`config.mk`:
```
export PLATFORM = sky130hd
export DESIGN_NAME = vref_sequencer
export DESIGN_NICKNAME = d
export VERILOG_FILES = /design/src/rtl/vref_seq_pkg.sv /design/src/rtl/vref_tick_gen.sv /design/src/rtl/vref_boot_hold.sv /design/src/rtl/vref_ramp.sv /design/src/rtl/vref_sequencer.sv
export SDC_FILE = /design/constraint.sdc
export NUM_CORES = 1
export LEC_CHECK = 0
export ABC_CLOCK_PERIOD_IN_PS = 4600
export BUFFER_PORTS_ARGS = -buffer_cell sky130_fd_sc_hd__clkbuf_2
export CAP_MARGIN = 10
export CORE_ASPECT_RATIO = 2
export CORE_UTILIZATION = 58
export DETAILED_ROUTE_END_ITERATION = 10
export GPL_TIMING_DRIVEN = 1
export PLACE_DENSITY = 0.8
export SETUP_SLACK_MARGIN = 0.02
export SLEW_MARGIN = 20
export SYNTH_ARGS = -nofsm -noshare
export SYNTH_HDL_FRONTEND = slang
export SYNTH_SLANG_ARGS = --single-unit
```
`constraint.sdc`:
```
create_clock -name clk -period 4.6 [get_ports clk]
set_input_delay 0.46 -clock clk [delete_from_list [all_inputs] [get_ports clk]]
set_output_delay 0.46 -clock clk [all_outputs]
set_load 0.005 [all_outputs]
```
`src/rtl/vref_seq_pkg.sv`:
```
package vref_seq_pkg;

    typedef enum logic [2:0] {
        ST_IDLE,
        ST_SOFTSTART,
        ST_BOOTHOLD,
        ST_ACTIVE,
        ST_RETREAT
    } seq_state_t;

    localparam int NUM_PLANES = 2;
    localparam int PLANE_CORE = 0;
    localparam int PLANE_NB   = 1;

endpackage

```
`src/rtl/vref_tick_gen.sv`:
```
module vref_tick_gen #(
    parameter int DIV = 16
) (
    input  logic clk,
    input  logic rst_n,
    input  logic run,
    output logic tick
);
    localparam int CW = (DIV > 1) ? $clog2(DIV) : 1;
    localparam logic [CW-1:0] LAST = CW'(DIV - 1);

    logic [CW-1:0] cnt;

    always_ff @(posedge clk) begin
        if (!rst_n || !run) begin
            cnt <= '0;
        end else if (cnt == LAST) begin
            cnt <= '0;
        end else begin
            cnt <= cnt + 1'b1;
        end
    end

    assign tick = run && (cnt == LAST);
endmodule

```
`src/rtl/vref_boot_hold.sv`:
```
module vref_boot_hold #(
    parameter int CODE_W = 8,
    parameter int LVL_00 = 88,
    parameter int LVL_01 = 80,
    parameter int LVL_10 = 72,
    parameter int LVL_11 = 64
) (
    input  logic              clk,
    input  logic              rst_n,
    input  logic              capture,
    input  logic [1:0]        sel,
    output logic [CODE_W-1:0] level
);
    logic [CODE_W-1:0] decoded;

    always_comb begin
        unique case (sel)
            2'b00: decoded = CODE_W'(LVL_00);
            2'b01: decoded = CODE_W'(LVL_01);
            2'b10: decoded = CODE_W'(LVL_10);
            default: decoded = CODE_W'(LVL_11);
        endcase
    end

    always_ff @(posedge clk) begin
        if (!rst_n) begin
            level <= CODE_W'(LVL_00);
        end else if (capture) begin
            level <= decoded;
        end
    end
endmodule

```
`src/rtl/vref_ramp.sv`:
```
module vref_ramp #(
    parameter int CODE_W = 8
) (
    input  logic              clk,
    input  logic              rst_n,
    input  logic              clear,
    input  logic              tick,
    input  logic [CODE_W-1:0] target,
    output logic [CODE_W-1:0] level
);
    always_ff @(posedge clk) begin
        if (!rst_n || clear) begin
            level <= '0;
        end else if (tick) begin
            if (level < target) begin
                level <= level + 1'b1;
            end else if (level > target) begin
                level <= level - 1'b1;
            end
        end
    end
endmodule

```
`src/rtl/vref_sequencer.sv`:
```
module vref_sequencer
    import vref_seq_pkg::*;
#(
    parameter int CODE_W   = 8,
    parameter int TICK_DIV = 16,
    parameter int LVL_00   = 88,
    parameter int LVL_01   = 80,
    parameter int LVL_10   = 72,
    parameter int LVL_11   = 64
) (
    input  logic              clk,
    input  logic              rst_n,
    input  logic              enable,
    input  logic [1:0]        boot_sel,
    input  logic              pwr_ok,
    input  logic              cmd_valid,
    input  logic              cmd_core,
    input  logic              cmd_nb,
    input  logic              cmd_off,
    input  logic [CODE_W-1:0] cmd_code,
    output logic [CODE_W-1:0] core_ref,
    output logic [CODE_W-1:0] nb_ref,
    output logic              pgood
);
    seq_state_t        state, nxt;
    logic [CODE_W-1:0] boot_lvl;
    logic [CODE_W-1:0] cmd_tgt   [NUM_PLANES];
    logic [CODE_W-1:0] plane_tgt [NUM_PLANES];
    logic [CODE_W-1:0] plane_ref [NUM_PLANES];
    logic              tick;
    logic              ramp_clear;
    logic              capture;
    logic              accept;

    assign capture    = (state == ST_IDLE) && enable;
    assign ramp_clear = (state == ST_IDLE) || !enable;
    assign accept     = (state == ST_ACTIVE) && cmd_valid && pwr_ok;

    // State register
    always_ff @(posedge clk) begin
        if (!rst_n || !enable) begin
            state <= ST_IDLE;
        end else begin
            state <= nxt;
        end
    end

    always_comb begin
        nxt = state;
        unique case (state)
            ST_IDLE:      nxt = ST_SOFTSTART;
            ST_SOFTSTART: if (plane_ref[PLANE_CORE] == boot_lvl &&
                              plane_ref[PLANE_NB] == boot_lvl) nxt = ST_BOOTHOLD;
            ST_BOOTHOLD:  if (pwr_ok)  nxt = ST_ACTIVE;
            ST_ACTIVE:    if (!pwr_ok) nxt = ST_RETREAT;
            ST_RETREAT:   if (pwr_ok)  nxt = ST_ACTIVE;
            default:      nxt = ST_IDLE;
        endcase
    end

    // Command targets: reloaded with boot level outside ACTIVE
    always_ff @(posedge clk) begin
        if (!rst_n) begin
            cmd_tgt[PLANE_CORE] <= '0;
            cmd_tgt[PLANE_NB]   <= '0;
        end else if (state != ST_ACTIVE) begin
            cmd_tgt[PLANE_CORE] <= boot_lvl;
            cmd_tgt[PLANE_NB]   <= boot_lvl;
        end else if (accept) begin
            if (cmd_core) cmd_tgt[PLANE_CORE] <= cmd_off ? '0 : cmd_code;
            if (cmd_nb)   cmd_tgt[PLANE_NB]   <= cmd_code;
        end
    end

    // Outputs
    always_comb begin
        pgood = (state == ST_BOOTHOLD) || (state == ST_ACTIVE) || (state == ST_RETREAT);
        for (int p = 0; p < NUM_PLANES; p++) begin
            plane_tgt[p] = (state == ST_ACTIVE) ? cmd_tgt[p] : boot_lvl;
        end
    end

    vref_tick_gen #(.DIV(TICK_DIV)) u_tick (
        .clk  (clk),
        .rst_n(rst_n),
        .run  (state != ST_IDLE),
        .tick (tick)
    );

    vref_boot_hold #(
        .CODE_W(CODE_W), .LVL_00(LVL_00), .LVL_01(LVL_01),
        .LVL_10(LVL_10), .LVL_11(LVL_11)
    ) u_boot (
        .clk    (clk),
        .rst_n  (rst_n),
        .capture(capture),
        .sel    (boot_sel),
        .level  (boot_lvl)
    );

    for (genvar g = 0; g < NUM_PLANES; g++) begin : g_plane
        vref_ramp #(.CODE_W(CODE_W)) u_ramp (
            .clk   (clk),
            .rst_n (rst_n),
            .clear (ramp_clear),
            .tick  (tick),
            .target(plane_tgt[g]),
            .level (plane_ref[g])
        );
    end

    assign core_ref = plane_ref[PLANE_CORE];
    assign nb_ref   = plane_ref[PLANE_NB];
endmodule

```
==> impl_metrics.csv, run 1 <==
group,metric,value,unit
run_status,status,"complete, no violations",
global_route,grt_pass1_wl,9.35,mm
route,drt_iter0_markers,32,
sta,slew_violations,0,
global_route,overflow,0,
place,dp_hpwl,4.34,mm
clock_tree,insertion_delay,300,ps
clock_tree,cts_buffers,5,
logic_synthesis,synth_cells,269,
sta,min_period_over_period,0.859,
clock_tree,cts_tree,"yes",
sta,finClkSkew,5.64,ps
pwr,p_leak,1.44,nW
clock_tree,htree_levels,2,
sta,max_freq,253,MHz
route,wire_per_inst,15.4,um
sta,setup_violations,0,
global_route,grt_pass1_vias,2110,
floorplanning,die_area,4870,um^2
floorplanning,die-width,49.8,um
logic_synthesis,synth_edf_count,16,
critical_path,r2r_slack,650,ps
clock_tree,cts.path.max_buffers,2,
cells_and_area,num_antenna_cells,0,
clock_tree,cts_setup_buffers,0,
flow_run,drv_cap,0,
sta,finalHoldViolCount,0,
sta,relSlewSlack,0.475,
floorplanning,ios,35,
floorplanning,die_h,97.7,um
cells_and_area,multiInputGateArea,1610,um^2
route,dr.pass1.iters,4,
floorplanning,core_area,4380,um^2
route,drt-vias-per-instance,5.94,
cells_and_area,nets,355,
logic_synthesis,avgSynthCellArea,9.87,um^2
logic_synthesis,synthArstFlopShare,0,
logic_synthesis,syn_nets,318,
sta,rsz0062_at_grt,"false",
logic_synthesis,yosysSeqAreaShare,0.369,
global_route,grt.total_usage,0.255,
place,routabilityCongestion,0.818,
sta,worst_slew_pin_slew,784,ps
critical_path,end_kind,"flip-flop",
cells_and_area,fillers,366,
logic_synthesis,ys.flop_type,"dfxtp_1",
cells_and_area,post-route-util,0.684,
sta,layout_min_cycle_time,3950,ps
critical_path,crit_path_start_kind,"flip-flop",
global_route,grt_max_degree,17,
clock_tree,cts.clk_slew.worst_paths,80,ps
clock_tree,cts_resized,0,
critical_path,crit_fanout,11,
floorplanning,initial_core_util,0.606,
pwr,vdd_drop_max,0.218,mV
route,vias,2143,
global_route,antenna_found_initial,0,
logic_synthesis,synth_area,2660,um^2
clock_tree,hold_buffers,0,
route,wirelength,5.56,mm
worst_hold_path,hold_class,"input port to flip-flop",
route,antenna_left,0,
logic_synthesis,yosysUniqueCellTypes,47,
cells_and_area,register_area,981,um^2
route,route.detailed.drc,0,
sta,worst_slack,649,ps
place,pre_cts_slack,700,ps
logic_synthesis,ys_ff_latch,41,
logic_synthesis,yosys_warnings,0,
cells_and_area,drive_above_1_share,0.195,
pwr,power.density,240,nW/um^2
critical_path,worst_ep_required_time,4820,ps
clock_tree,cts_root_buf,"clkbuf_8",
clock_tree,cts_num_sinks,41,
cells_and_area,synthToLayoutAreaGrowth,12.8,%
place,io_buffers,34,
critical_path,path_class,"flip-flop to flip-flop",
sta,final.setup.tns,0,ps
critical_path,crit_arrival,4170,ps
floorplanning,fp-row-count,34,
area by class of cell:
class / count / share of cell area
repair buffers: 35 / 0.0593
clock buffers: 5 / 0.0230
well taps: 54 / 0.0226
clock inverters: 3 / 0.0155
inverters: 13 / 0.0163
multi-input cells: 210 / 0.536
flip-flops and latches: 41 / 0.327
power breakdown:
| group | switching (mW) | internal (mW) | total [mW] |
|---|---|---|---|
| registers | 0.00402 | 0.381 | 0.385 |
| clock network | 0.138 | 0.163 | 0.300 |
| logic | 0.0180 | 0.0149 | 0.0329 |
| total | 0.160 | 0.559 | 0.718 |
layout by cell type, fill, tap and decap left out, types with 2 or more instances in the layout:
| cell | n |
|---|---|
| nor3_1 | 3 |
| a21oi_1 | 25 |
| clkbuf_2 | 34 |
| a22o_1 | 2 |
| clkbuf_8 | 5 |
| edfxtp_1 | 16 |
| mux2i_1 | 12 |
| a21o_1 | 5 |
| nand2b_1 | 2 |
| a31o_2 | 2 |
| dfxtp_1 | 25 |
| nand2_1 | 20 |
| xnor2_1 | 10 |
| nor2_1 | 25 |
| xor2_1 | 6 |
| o211ai_1 | 3 |
| or3_1 | 5 |
| o21bai_1 | 2 |
| a31oi_1 | 2 |
| o31ai_4 | 2 |
| inv_1 | 12 |
| fa_1 | 2 |
| o21ai_1 | 3 |
| ha_1 | 29 |
| and2_1 | 14 |
| a32o_1 | 4 |
| o21ai_2 | 2 |
| o21ai_0 | 5 |
| o41ai_4 | 2 |
| nand3_1 | 7 |
final timing paths:
path                 startpoint                    endpoint  cells after the start
setup / recovery       state[1]  g_plane[0].u_ramp.level[7]                     16
hold / removal      boot_sel[0]             u_boot.level[3]                      2
setup reg to reg       state[1]  g_plane[0].u_ramp.level[7]                     16
hold reg to reg   u_tick.cnt[0]               u_tick.cnt[0]                      1
critical path, cell delays in order, from the launching register on:
cell and delay [ps]:
dfxtp_1 470, nand3b_1 330, and2_1 280, a21oi_1 170
ha_1 290, a21oi_1 150, o21ai_1 110, a21oi_1 250
inv_1 200, ha_1 370, a21o_1 190, a31oi_1 170
o21bai_2 120, o31ai_4 180, xnor2_1 110, or3_1 330
a21oi_1 140
cells by family after synthesis:
family | Yosys count | share of synthesized area
simple gates | 86 | 0.165
compound gates | 65 | 0.190
flops | 41 | 0.369
fa+ha+maj | 31 | 0.152
buf+inv | 18 | 0.0259
xor+xnor | 16 | 0.0528
mux | 12 | 0.0452
state kept, by name, summed over array words and instances, names as in the netlist:
name,cells
state,3
g_plane.u_ramp.level,16
u_tick.cnt,4
cmd_tgt,16
u_boot.level,2
cell usage after synthesis (2+ instances only):
| library cell | n | area share |
|---|---|---|
| a21oi_1 | 25 | 0.047 |
| and2_1 | 14 | 0.033 |
| o21ai_1 | 3 | 0.0057 |
| o21ai_2 | 2 | 0.0066 |
| mux2i_1 | 12 | 0.045 |
| a21o_1 | 5 | 0.014 |
| clkbuf_1 | 4 | 0.0057 |
| o21ai_0 | 5 | 0.0094 |
| o31ai_4 | 2 | 0.016 |
| nor3_1 | 3 | 0.0057 |
| or3_1 | 5 | 0.012 |
| o41ai_4 | 2 | 0.021 |
| nand2b_1 | 2 | 0.0047 |
| xor2_1 | 6 | 0.020 |
| o21bai_1 | 2 | 0.0057 |
| inv_1 | 12 | 0.017 |
| dfxtp_1 | 25 | 0.19 |
| ha_1 | 29 | 0.14 |
| nand2_1 | 20 | 0.028 |
| fa_1 | 2 | 0.015 |
| xnor2_1 | 10 | 0.033 |
| a32o_1 | 4 | 0.015 |
| o211ai_1 | 3 | 0.0085 |
| nand3_1 | 7 | 0.013 |
| a31o_2 | 2 | 0.0066 |
| edfxtp_1 | 16 | 0.18 |
| a31oi_1 | 2 | 0.0047 |
| nor2_1 | 25 | 0.035 |
| a22o_1 | 2 | 0.0066 |
metal layers:
| metal | routed length [um] | track usage |
|---|---|---|
| met5 | 0 | 0 |
| met4 | 324 | 0.171 |
| met3 | 165 | 0.0423 |
| met2 | 2990 | 0.448 |
| met1 | 2080 | 0.265 |
per-stage QoR:
stage | instance area (um^2) | hold slack (ps) | total power, mW | cells
4_1_cts | 3000 | 359 | 0.724 | 361
3_3_place_gp | 2880 | 431 | 0.426 | 353
6_report | 3000 | 364 | 0.718 | 361
3_5_place_dp | 2880 | 447 | 0.426 | 353
2_1_floorplan | 2660 | 418 | 0.412 | 269
5_1_grt | 3000 | 367 | 0.743 | 361
Note: power is estimated with default switching activity, not from simulation.
==> run 2, diff against run 1 <==
REMOVE_ABC_BUFFERS = 1   (was default)
==> run 2 against run 1 <==
Effect of this change: cell count stayed put; count of clock-buffer cells in the layout stayed put; die area stayed put; sequential share of layout area is 0.055 points higher; final area is 0.17% lower; register-to-register slack better by 70 ps; hold slack better by 18 ps; core utilization is 0.11 points lower; total power is 1.0% lower; first-iteration DRC count is 6.3% lower.
==> impl_metrics.csv, run 2 (synthesis gave the netlist of run 1 again) <==
group,metric,value,unit
sta,worst_slew_pin_slew,792,ps
cells_and_area,register_area,981,um^2
floorplanning,ios,35,
clock_tree,cts_setup_buffers,0,
clock_tree,cts_root_buf,"clkbuf_8",
worst_hold_path,hold_class,"input port to flip-flop",
route,route.detailed.drc,0,
sta,finalHoldViolCount,0,
clock_tree,cts_num_sinks,41,
global_route,grt_pass1_wl,9.30,mm
floorplanning,die_h,97.7,um
sta,whs,382,ps
critical_path,end_kind,"flip-flop",
cells_and_area,post-route-util,0.682,
floorplanning,die-width,49.8,um
sta,rsz0062_at_grt,"false",
critical_path,worst_ep_required_time,4810,ps
sta,layout_min_cycle_time,3880,ps
route,drt-vias-per-instance,5.88,
critical_path,slowest_delay,460,ps
pwr,pwr-share-clk,0.410,
cells_and_area,drive_above_1_share,0.192,
flow_run,drv_cap,0,
global_route,grt_pass1_vias,2113,
clock_tree,insertion_delay,300,ps
global_route,grt.total_usage,0.253,
route,wire_per_inst,15.7,um
route,antenna_left,0,
sta,max_freq,258,MHz
critical_path,crit_path_start_kind,"flip-flop",
global_route,grt_max_degree,17,
cells_and_area,num_antenna_cells,0,
cells_and_area,final_cell_area,2990,um^2
global_route,antenna_found_initial,0,
place,dp_hpwl,4.55,mm
route,drt_iter0_markers,30,
critical_path,cp_slowest_cell,"dfxtp_1",
cells_and_area,nets,355,
critical_path,worst-path-stages,16,
pwr,vdd_drop_max,0.304,mV
pwr,p_comb_frac,0.048,
clock_tree,cts_resized,0,
floorplanning,die_area,4870,um^2
floorplanning,initial_core_util,0.606,
clock_tree,cts_tree,"yes",
clock_tree,htree_levels,2,
critical_path,timing.critical_path.mode_cell,"a21oi_1",
critical_path,path_buf_inv,1,
worst_hold_path,hold_depth,2,
pwr,p_leak,1.44,nW
sta,final.setup.tns,0,ps
clock_tree,cts_buffers,5,
run_status,status,"complete, no violations",
route,dr.pass1.iters,7,
sta,finClkSkew,10.2,ps
place,place_area,2880,um^2
critical_path,crit_arrival,4090,ps
clock_tree,hold_buffers,0,
route,wirelength,5.67,mm
floorplanning,fp-row-count,34,
pwr,sw_frac_of_total,0.218,
critical_path,crit_fanout,11,
cells_and_area,layout_common_cells,"clkbuf_2, ha_1, nor2_1, a21oi_1, dfxtp_1",
floorplanning,core_area,4380,um^2
cells_and_area,multiInputGateArea,1610,um^2
cells_and_area,reg_top3,"cmd_tgt x16, g_plane.u_ramp.level x16, u_tick.cnt x4",
cells_and_area,fillers,357,
critical_path,path_cells,"nand3b_1 -> and2_1 -> a21oi_1 -> ha_1 -> a21oi_1 -> o21ai_1 -> a21oi_1 -> inv_1 -> ha_1 -> a21o_1 -> a31oi_1 -> o21bai_2 -> o31ai_4 -> xnor2_1 -> or3_1 -> a21oi_1",
pwr,power.density,238,nW/um^2
global_route,overflow,0,
clock_tree,cts.path.max_buffers,2,
place,routabilityCongestion,0.856,
cells_and_area,final_common_cell,"clkbuf_2",
route,vias,2123,
critical_path,path_class,"flip-flop to flip-flop",
sta,relSlewSlack,0.470,
critical_path,worst_r2r_path_depth,16,
pwr,power.share.sequential,0.542,
pwr,switchingPower,0.155,mW
cells_and_area,synthToLayoutAreaGrowth,12.6,%
sta,slew_violations,0,
sta,min_period_over_period,0.844,
pwr,p_int,0.556,mW
sta,setup_violations,0,
critical_path,cp_top_family,"compound AO/OA/AOI/OAI gates",
place,io_buffers,34,
clock_tree,cts.clk_slew.worst_paths,80,ps
==> run 2: area by class of cell <==
| cell class | instances | share of cell area |
|---|---|---|
| clock buffers | 5 | 0.0230 |
| well taps | 54 | 0.0226 |
| multi-input cells | 210 | 0.537 |
| clock inverters | 3 | 0.0138 |
| inverters | 13 | 0.0163 |
| flip-flops and latches | 41 | 0.328 |
| repair buffers | 35 | 0.0594 |
==> run 2: final timing paths <==
check / from / to / slack, ps
worst max register to register: state[1] / g_plane[0].u_ramp.level[7] / 720
worst min register to register: u_tick.cnt[0] / u_tick.cnt[0] / 450
worst min-delay path: boot_sel[1] / u_boot.level[4] / 380
worst max-delay path: state[1] / g_plane[0].u_ramp.level[7] / 720
==> run 2: worst register-to-register path, stage by stage, from the launching register on <==
cell	delay, ps
dfxtp_1	460
nand3b_1	340
and2_1	300
a21oi_1	150
ha_1	280
a21oi_1	140
o21ai_1	100
a21oi_1	220
inv_1	190
ha_1	380
a21o_1	200
a31oi_1	170
o21bai_2	110
o31ai_4	190
xnor2_1	100
or3_1	320
a21oi_1	140
==> run 2: routing by layer <==
metal / track usage / vias up / part of all wire
met4: 0.163 / 0 / 0.048
met2: 0.469 / 54 / 0.56
met1: 0.245 / 1002 / 0.36
met3: 0.0376 / 18 / 0.030
met5: 0 / - / 0
li1: - / 1049 / -
==> run 2: through the flow <==
| step | power (mW) | instances | setup slack [ps] |
|---|---|---|---|
| detailed placement | 0.428 | 353 | 750 |
| global placement | 0.426 | 353 | 870 |
| global route | 0.732 | 361 | 507 |
| finish | 0.711 | 361 | 718 |
| floorplan | 0.411 | 264 | 1050 |
| CTS | 0.712 | 361 | 744 |
==> run 2: power by group through the flow <==
stage / sequential [mW] / combinational (mW) / clock [mW]
3_5_place_dp: 0.394 / 0.0338 / 0
4_1_cts: 0.385 / 0.0341 / 0.293
3_3_place_gp: 0.394 / 0.0323 / 0
5_1_grt: 0.386 / 0.0377 / 0.307
6_report: 0.385 / 0.0338 / 0.292
2_1_floorplan: 0.392 / 0.0189 / 0
